$ cat src/rtl/vcd_pkg.sv
package vcd_pkg;

    typedef enum logic [2:0] {
        OP_RD_NEW   = 3'd0,
        OP_WR_NEW   = 3'd1,
        OP_RD_OLD   = 3'd2,
        OP_WR_OLD   = 3'd3,
        OP_WR_PAIR  = 3'd4,
        OP_SAVE     = 3'd5,
        OP_RESTORE  = 3'd6,
        OP_SAVE_ALL = 3'd7
    } vop_e;

    typedef struct packed {
        logic wl_up;
        logic wl_lo;
        logic wr;
        logic cp_dn;
        logic cp_up;
        logic cp_all;
    } lsel_t;

endpackage

$ cat src/rtl/vcd_index_map.sv
module vcd_index_map #(
    parameter int LA_W  = 42,
    parameter int IDX_W = 8,
    localparam int TAG_W = LA_W - IDX_W + 1,
    localparam int ENT_W = IDX_W - 1
) (
    input  logic [LA_W-1:0]  line_addr,
    input  logic             tm,
    output logic [IDX_W-1:0] tag_idx,
    output logic [TAG_W-1:0] tag_val,
    output logic [ENT_W-1:0] entry,
    output logic             half
);
    logic [IDX_W-1:0] idx;

    always_comb begin
        idx     = line_addr[IDX_W-1:0];
        // top index bit stays in the tag so its width never depends on mode
        tag_val = line_addr[LA_W-1:IDX_W-1];
        half    = idx[0];
        if (tm) begin
            tag_idx = {1'b0, idx[IDX_W-2:0]};
            entry   = idx[IDX_W-2:0];
        end else begin
            tag_idx = idx;
            entry   = idx[IDX_W-1:1];
        end
    end
endmodule

$ cat src/rtl/vcd_line_sel.sv
module vcd_line_sel
    import vcd_pkg::*;
(
    input  logic  tm,
    input  logic  half,
    input  vop_e  op,
    output logic  legal,
    output lsel_t sel
);
    always_comb begin
        sel   = '0;
        legal = 1'b1;
        if (!tm) begin
            case (op)
                OP_RD_NEW, OP_RD_OLD: begin
                    sel.wl_up = ~half;
                    sel.wl_lo = half;
                end
                OP_WR_NEW, OP_WR_OLD: begin
                    sel.wl_up = ~half;
                    sel.wl_lo = half;
                    sel.wr    = 1'b1;
                end
                default: legal = 1'b0;
            endcase
        end else begin
            case (op)
                OP_RD_NEW:   sel.wl_up = 1'b1;
                OP_WR_NEW:   begin sel.wl_up = 1'b1; sel.wr = 1'b1; end
                OP_RD_OLD:   sel.wl_lo = 1'b1;
                OP_WR_OLD:   begin sel.wl_lo = 1'b1; sel.wr = 1'b1; end
                OP_WR_PAIR:  begin sel.wl_up = 1'b1; sel.wl_lo = 1'b1; sel.wr = 1'b1; end
                OP_SAVE:     sel.cp_dn  = 1'b1;
                OP_RESTORE:  sel.cp_up  = 1'b1;
                OP_SAVE_ALL: sel.cp_all = 1'b1;
                default:     legal = 1'b0;
            endcase
        end
    end
endmodule

$ cat src/rtl/vcd_mode_ctl.sv
module vcd_mode_ctl (
    input  logic clk,
    input  logic rst_n,
    input  logic mode_req,
    input  logic flush_done,
    output logic tm,
    output logic pending
);
    typedef struct packed {
        logic tm;
        logic pend;
        logic tgt;
    } mstate_t;

    mstate_t m_d, m_q;

    always_comb begin
        m_d = m_q;
        if (!m_q.pend) begin
            if (mode_req != m_q.tm) begin
                m_d.pend = 1'b1;
                m_d.tgt  = mode_req;
            end
        end else if (flush_done) begin
            m_d.tm   = m_q.tgt;
            m_d.pend = 1'b0;
        end
    end

    always_ff @(posedge clk or negedge rst_n) begin
        if (!rst_n) m_q <= '0;
        else        m_q <= m_d;
    end

    assign tm      = m_q.tm;
    assign pending = m_q.pend;
endmodule

$ cat src/rtl/vcache_index_decode.sv
module vcache_index_decode
    import vcd_pkg::*;
#(
    parameter int ADDR_W = 48,
    parameter int LINE_W = 6,
    parameter int IDX_W  = 8,
    localparam int LA_W  = ADDR_W - LINE_W,
    localparam int TAG_W = LA_W - IDX_W + 1,
    localparam int ENT_W = IDX_W - 1
) (
    input  logic              clk,
    input  logic              rst_n,
    input  logic              mode_req,
    input  logic              flush_done,
    input  logic              acc_vld,
    input  logic [ADDR_W-1:0] acc_addr,
    input  logic [2:0]        acc_op,
    output logic              tm_active,
    output logic              flush_req,
    output logic              out_vld,
    output logic [IDX_W-1:0]  tag_idx,
    output logic [TAG_W-1:0]  tag_val,
    output logic [ENT_W-1:0]  entry_idx,
    output logic              wl_up,
    output logic              wl_lo,
    output logic              wr_en,
    output logic              copy_dn,
    output logic              copy_up,
    output logic              copy_all
);
    typedef struct packed {
        logic             vld;
        logic [IDX_W-1:0] tidx;
        logic [TAG_W-1:0] tag;
        logic [ENT_W-1:0] ent;
        lsel_t            sel;
    } dec_t;

    dec_t r_d, r_q;

    logic             mode_tm;
    logic             mode_pend;
    logic [IDX_W-1:0] map_tidx;
    logic [TAG_W-1:0] map_tag;
    logic [ENT_W-1:0] map_ent;
    logic             map_half;
    logic             sel_legal;
    lsel_t            sel_v;
    logic             unused_ofs;

    assign unused_ofs = ^acc_addr[LINE_W-1:0];

    vcd_mode_ctl u_mode (
        .clk        (clk),
        .rst_n      (rst_n),
        .mode_req   (mode_req),
        .flush_done (flush_done),
        .tm         (mode_tm),
        .pending    (mode_pend)
    );

    vcd_index_map #(.LA_W(LA_W), .IDX_W(IDX_W)) u_map (
        .line_addr (acc_addr[ADDR_W-1:LINE_W]),
        .tm        (mode_tm),
        .tag_idx   (map_tidx),
        .tag_val   (map_tag),
        .entry     (map_ent),
        .half      (map_half)
    );

    vcd_line_sel u_sel (
        .tm    (mode_tm),
        .half  (map_half),
        .op    (vop_e'(acc_op)),
        .legal (sel_legal),
        .sel   (sel_v)
    );

    always_comb begin
        r_d = '0;
        if (acc_vld && sel_legal) begin
            r_d.vld  = 1'b1;
            r_d.tidx = map_tidx;
            r_d.tag  = map_tag;
            r_d.ent  = map_ent;
            r_d.sel  = sel_v;
        end
    end

    always_ff @(posedge clk or negedge rst_n) begin
        if (!rst_n) r_q <= '0;
        else        r_q <= r_d;
    end

    assign tm_active = mode_tm;
    assign flush_req = mode_pend;
    assign out_vld   = r_q.vld;
    assign tag_idx   = r_q.tidx;
    assign tag_val   = r_q.tag;
    assign entry_idx = r_q.ent;
    assign wl_up     = r_q.sel.wl_up;
    assign wl_lo     = r_q.sel.wl_lo;
    assign wr_en     = r_q.sel.wr;
    assign copy_dn   = r_q.sel.cp_dn;
    assign copy_up   = r_q.sel.cp_up;
    assign copy_all  = r_q.sel.cp_all;
endmodule

$ cat config.mk
export PLATFORM = sky130hd
export DESIGN_NAME = vcache_index_decode
export DESIGN_NICKNAME = d
export VERILOG_FILES = /design/src/rtl/vcd_pkg.sv /design/src/rtl/vcd_index_map.sv /design/src/rtl/vcd_line_sel.sv /design/src/rtl/vcd_mode_ctl.sv /design/src/rtl/vcache_index_decode.sv
export SDC_FILE = /design/constraint.sdc
export NUM_CORES = 1
export LEC_CHECK = 0
export ABC_AREA = 1
export BUFFER_PORTS_ARGS = -buffer_cell sky130_fd_sc_hd__buf_2
export CAP_MARGIN = 20
export CORE_MARGIN = 4
export CORE_UTILIZATION = 47
export CTS_CLUSTER_SIZE = 24
export DETAILED_ROUTE_END_ITERATION = 10
export PLACE_DENSITY_LB_ADDON = 0.1
export SLEW_MARGIN = 10
export SYNTH_ARGS = -nofsm -noshare
export SYNTH_HDL_FRONTEND = slang
export SYNTH_HIERARCHICAL = 1
export SYNTH_SLANG_ARGS = --single-unit
$ cat constraint.sdc
create_clock -name clk -period 1.3 [get_ports clk]
set_input_delay 0 -clock clk [delete_from_list [all_inputs] [get_ports clk]]
set_output_delay 0 -clock clk [all_outputs]
set_load 0.005 [all_outputs]
==> metrics.txt <==
status complete, no violations; Final Setup Violations 0; largest net degree at the start of global routing 61; Via-to-Cell Ratio 3.96; Hold EP copy_all; Worst R2R Setup Slack 260 ps; clock transition at the registers of the reported paths 60 ps; setup_tns 0 ps; area share of the largest cell type after synthesis 57.2%; Gate power share 26.3%; cell depth of the worst flop-to-flop path 5; # H-tree levels 3; hpwl dp 3300 um; max-slew violation count 0; Synth top cells by count 60 x dfrtp_1, 60 x inv_1, 43 x buf_4, 33 x nand2_1; EDFF count, synth 0; DRT iter0 DRCs 44; worst slew pin tran 306 ps; RSZ-0062 raised after global routing no; Final Hold Viols 0; Synth async-reset ratio 100%; Avg Cell Area, Syn 9.41 sq um; Synth area leaders dfrtp_1 57%, buf_4 12%, inv_1 8.6%; sw frac 29.7%; total gr overflow 0; final hold slack 50.5 ps; via count 1875; placed insts 411; nets 455; clock sink count 60; PortBufs 108; Max Cap Viol 0; P_int 3.44 mW; Netlist cell types 16; worst skew pair latency 320 ps; static leakage 2.14 nW; Ports 115; Rows 26; layout cells sized above 1 40.8%; Critical Path End Type register; Reg-to-Reg End copy_all; TritonCTS clock tree done; post-CTS sizing 0; vias in the first global route 1894; Final Cycle Share 80.2%; Clk network pwr share 28.6%; worst vdd rail ir drop 0.00114 V; Routed WL 5020 um; DR WL/cell 10.6 um; hold path depth 5; worst hold path startpoint acc_op[2]; post-synthesis register bit count 60; final clock skew 5.17 ps; Final min period 1040 ps; Data required, critical path 1510 ps; Synth area leader dfrtp_1; WP data arrival 1250 ps; clock root buffer clkbuf_8; hold-fix buffers at CTS 47; Initial Utilization 49.8%; Flop pwr share 45.1%; Setup crit start kind register; Antenna diodes 0; Cell Pwr Density 1370 mW/mm^2; P_sw 1.46 mW; Syn. warnings 6; fin cells 474; placer congestion estimate 0.744; Fillers 419; Synth-to-Final Area Change 36.0%; aggregate global-route resource usage 16.1%; sequential cell area fraction in the yosys report 57.2%; first-pass GRT wire length 8160 um; Detail Route Antenna Nets 0; Setup Buffers After CTS 0; chip height 82.8 um; Post-Syn Area 0.00263 sq mm; Clock Path Buffers 2; normalized max-slew margin 79.6%; RR Startpoint u_mode/tm; CTS buffer count 9; drt pass-1 iters 4; CP Class reg2reg; Hold WC Path Type in2reg; area of the core 0.00527 sq mm; Post-Syn Nets 335; Remaining DRCs 0; Synth Flop Type dfrtp_1; Post-Syn Instances 279; Die W 82.8 um; Die ar. 0.00685 sq mm; FMAX 0.959 GHz; peak fanout along the critical path 27; initial antenna violation count 0
-- critical path, cell delays in order, from the launching register on --
cell     delay (ps)
dfrtp_1         380
inv_2            90
nand2_1          70
nand2_2         110
buf_12          210
nor2_1           70
-- power groups by stage --
| stage | sequential, mW | clock (mW) | combinational (mW) |
|---|---|---|---|
| 5_1_grt | 2.24 | 1.55 | 1.49 |
| 3_5_place_dp | 2.24 | 0 | 1.20 |
| 2_1_floorplan | 2.31 | 0 | 0.746 |
| 3_3_place_gp | 2.23 | 0 | 1.18 |
| 6_report | 2.21 | 1.40 | 1.29 |
| 4_1_cts | 2.21 | 1.46 | 1.32 |
-- logic make-up (layout without fill, tap and decap cells) --
| group | count (synthesis) | count (layout) | synth area share [%] |
|---|---|---|---|
| buffers and inverters | 114 | 239 | 24.1 |
| AND/OR/NAND/NOR | 102 | 102 | 18.2 |
| flip-flops | 60 | 60 | 57.2 |
| AO/OA/AOI/OAI | 3 | 3 | 0.572 |
-- how the worst max path moves through the flow --
| stage | startpoint | to | cells past startpoint |
|---|---|---|---|
| 3_3_place_gp | u_mode/tm | copy_dn | 5 |
| 2_1_floorplan | u_mode/tm | out_vld | 6 |
| 3_5_place_dp | u_mode/tm | copy_up | 5 |
| 4_1_cts | u_mode/tm | copy_all | 5 |
| 5_1_grt | u_mode/tm | tag_val[1] | 5 |
| 6_report | u_mode/tm | copy_all | 5 |
-- layout by cell type, fill, tap and decap left out, types with 2 or more instances in the layout --
cell type and count:
o21ai_0 2, clkbuf_8 10, nand2_1 32, nor3_1 2, buf_12 3, clkinv_2 4, inv_1 60, inv_2 4
buf_2 108, dfrtp_1 60, nand2_2 3, nor2_1 30, nand3_1 4, dlygate4sd3_1 47, nor2_2 30
-- through the flow --
step | util, % | power [mW] | cell area, sq um | worst slack (ps)
finish | 67.8 | 4.90 | 3570 | 257
global route | 67.8 | 5.28 | 3570 | 153
CTS | 67.8 | 4.98 | 3570 | 240
detailed placement | 55.6 | 3.45 | 2930 | 248
global placement | 55.6 | 3.42 | 2930 | 263
floorplan | - | 3.05 | 2630 | 158
-- metal layers --
metal,share of wire [%],GRT usage (%)
met1,38,16.2
met2,49,27.5
met3,11,7.70
met4,1.8,8.50
met5,0,0
-- final cells by class --
| cell class | count | area, sq um | share of cell area (%) |
|---|---|---|---|
| Inverter | 64 | 240 | 6.73 |
| Multi-Input combinational cell | 105 | 494 | 13.8 |
| Clock inverter | 5 | 27.5 | 0.771 |
| Sequential cell | 60 | 1500 | 42.0 |
| Clock buffer | 11 | 141 | 3.96 |
| Timing Repair Buffer | 159 | 1080 | 30.2 |
| Tap cell | 70 | 87.6 | 2.45 |
-- registers in the layout, summed over array words and instances (netlist names) --
name	cells
entry_idx	7
u_mode/pending	1
tag_val	35
u_mode/tm	1
wr_en	1
wl_lo	1
out_vld	1
wl_up	1
copy_all	1
u_mode/m_q	1
tag_idx	8
copy_dn	1
copy_up	1
Note: power is estimated with default switching activity, not from simulation.
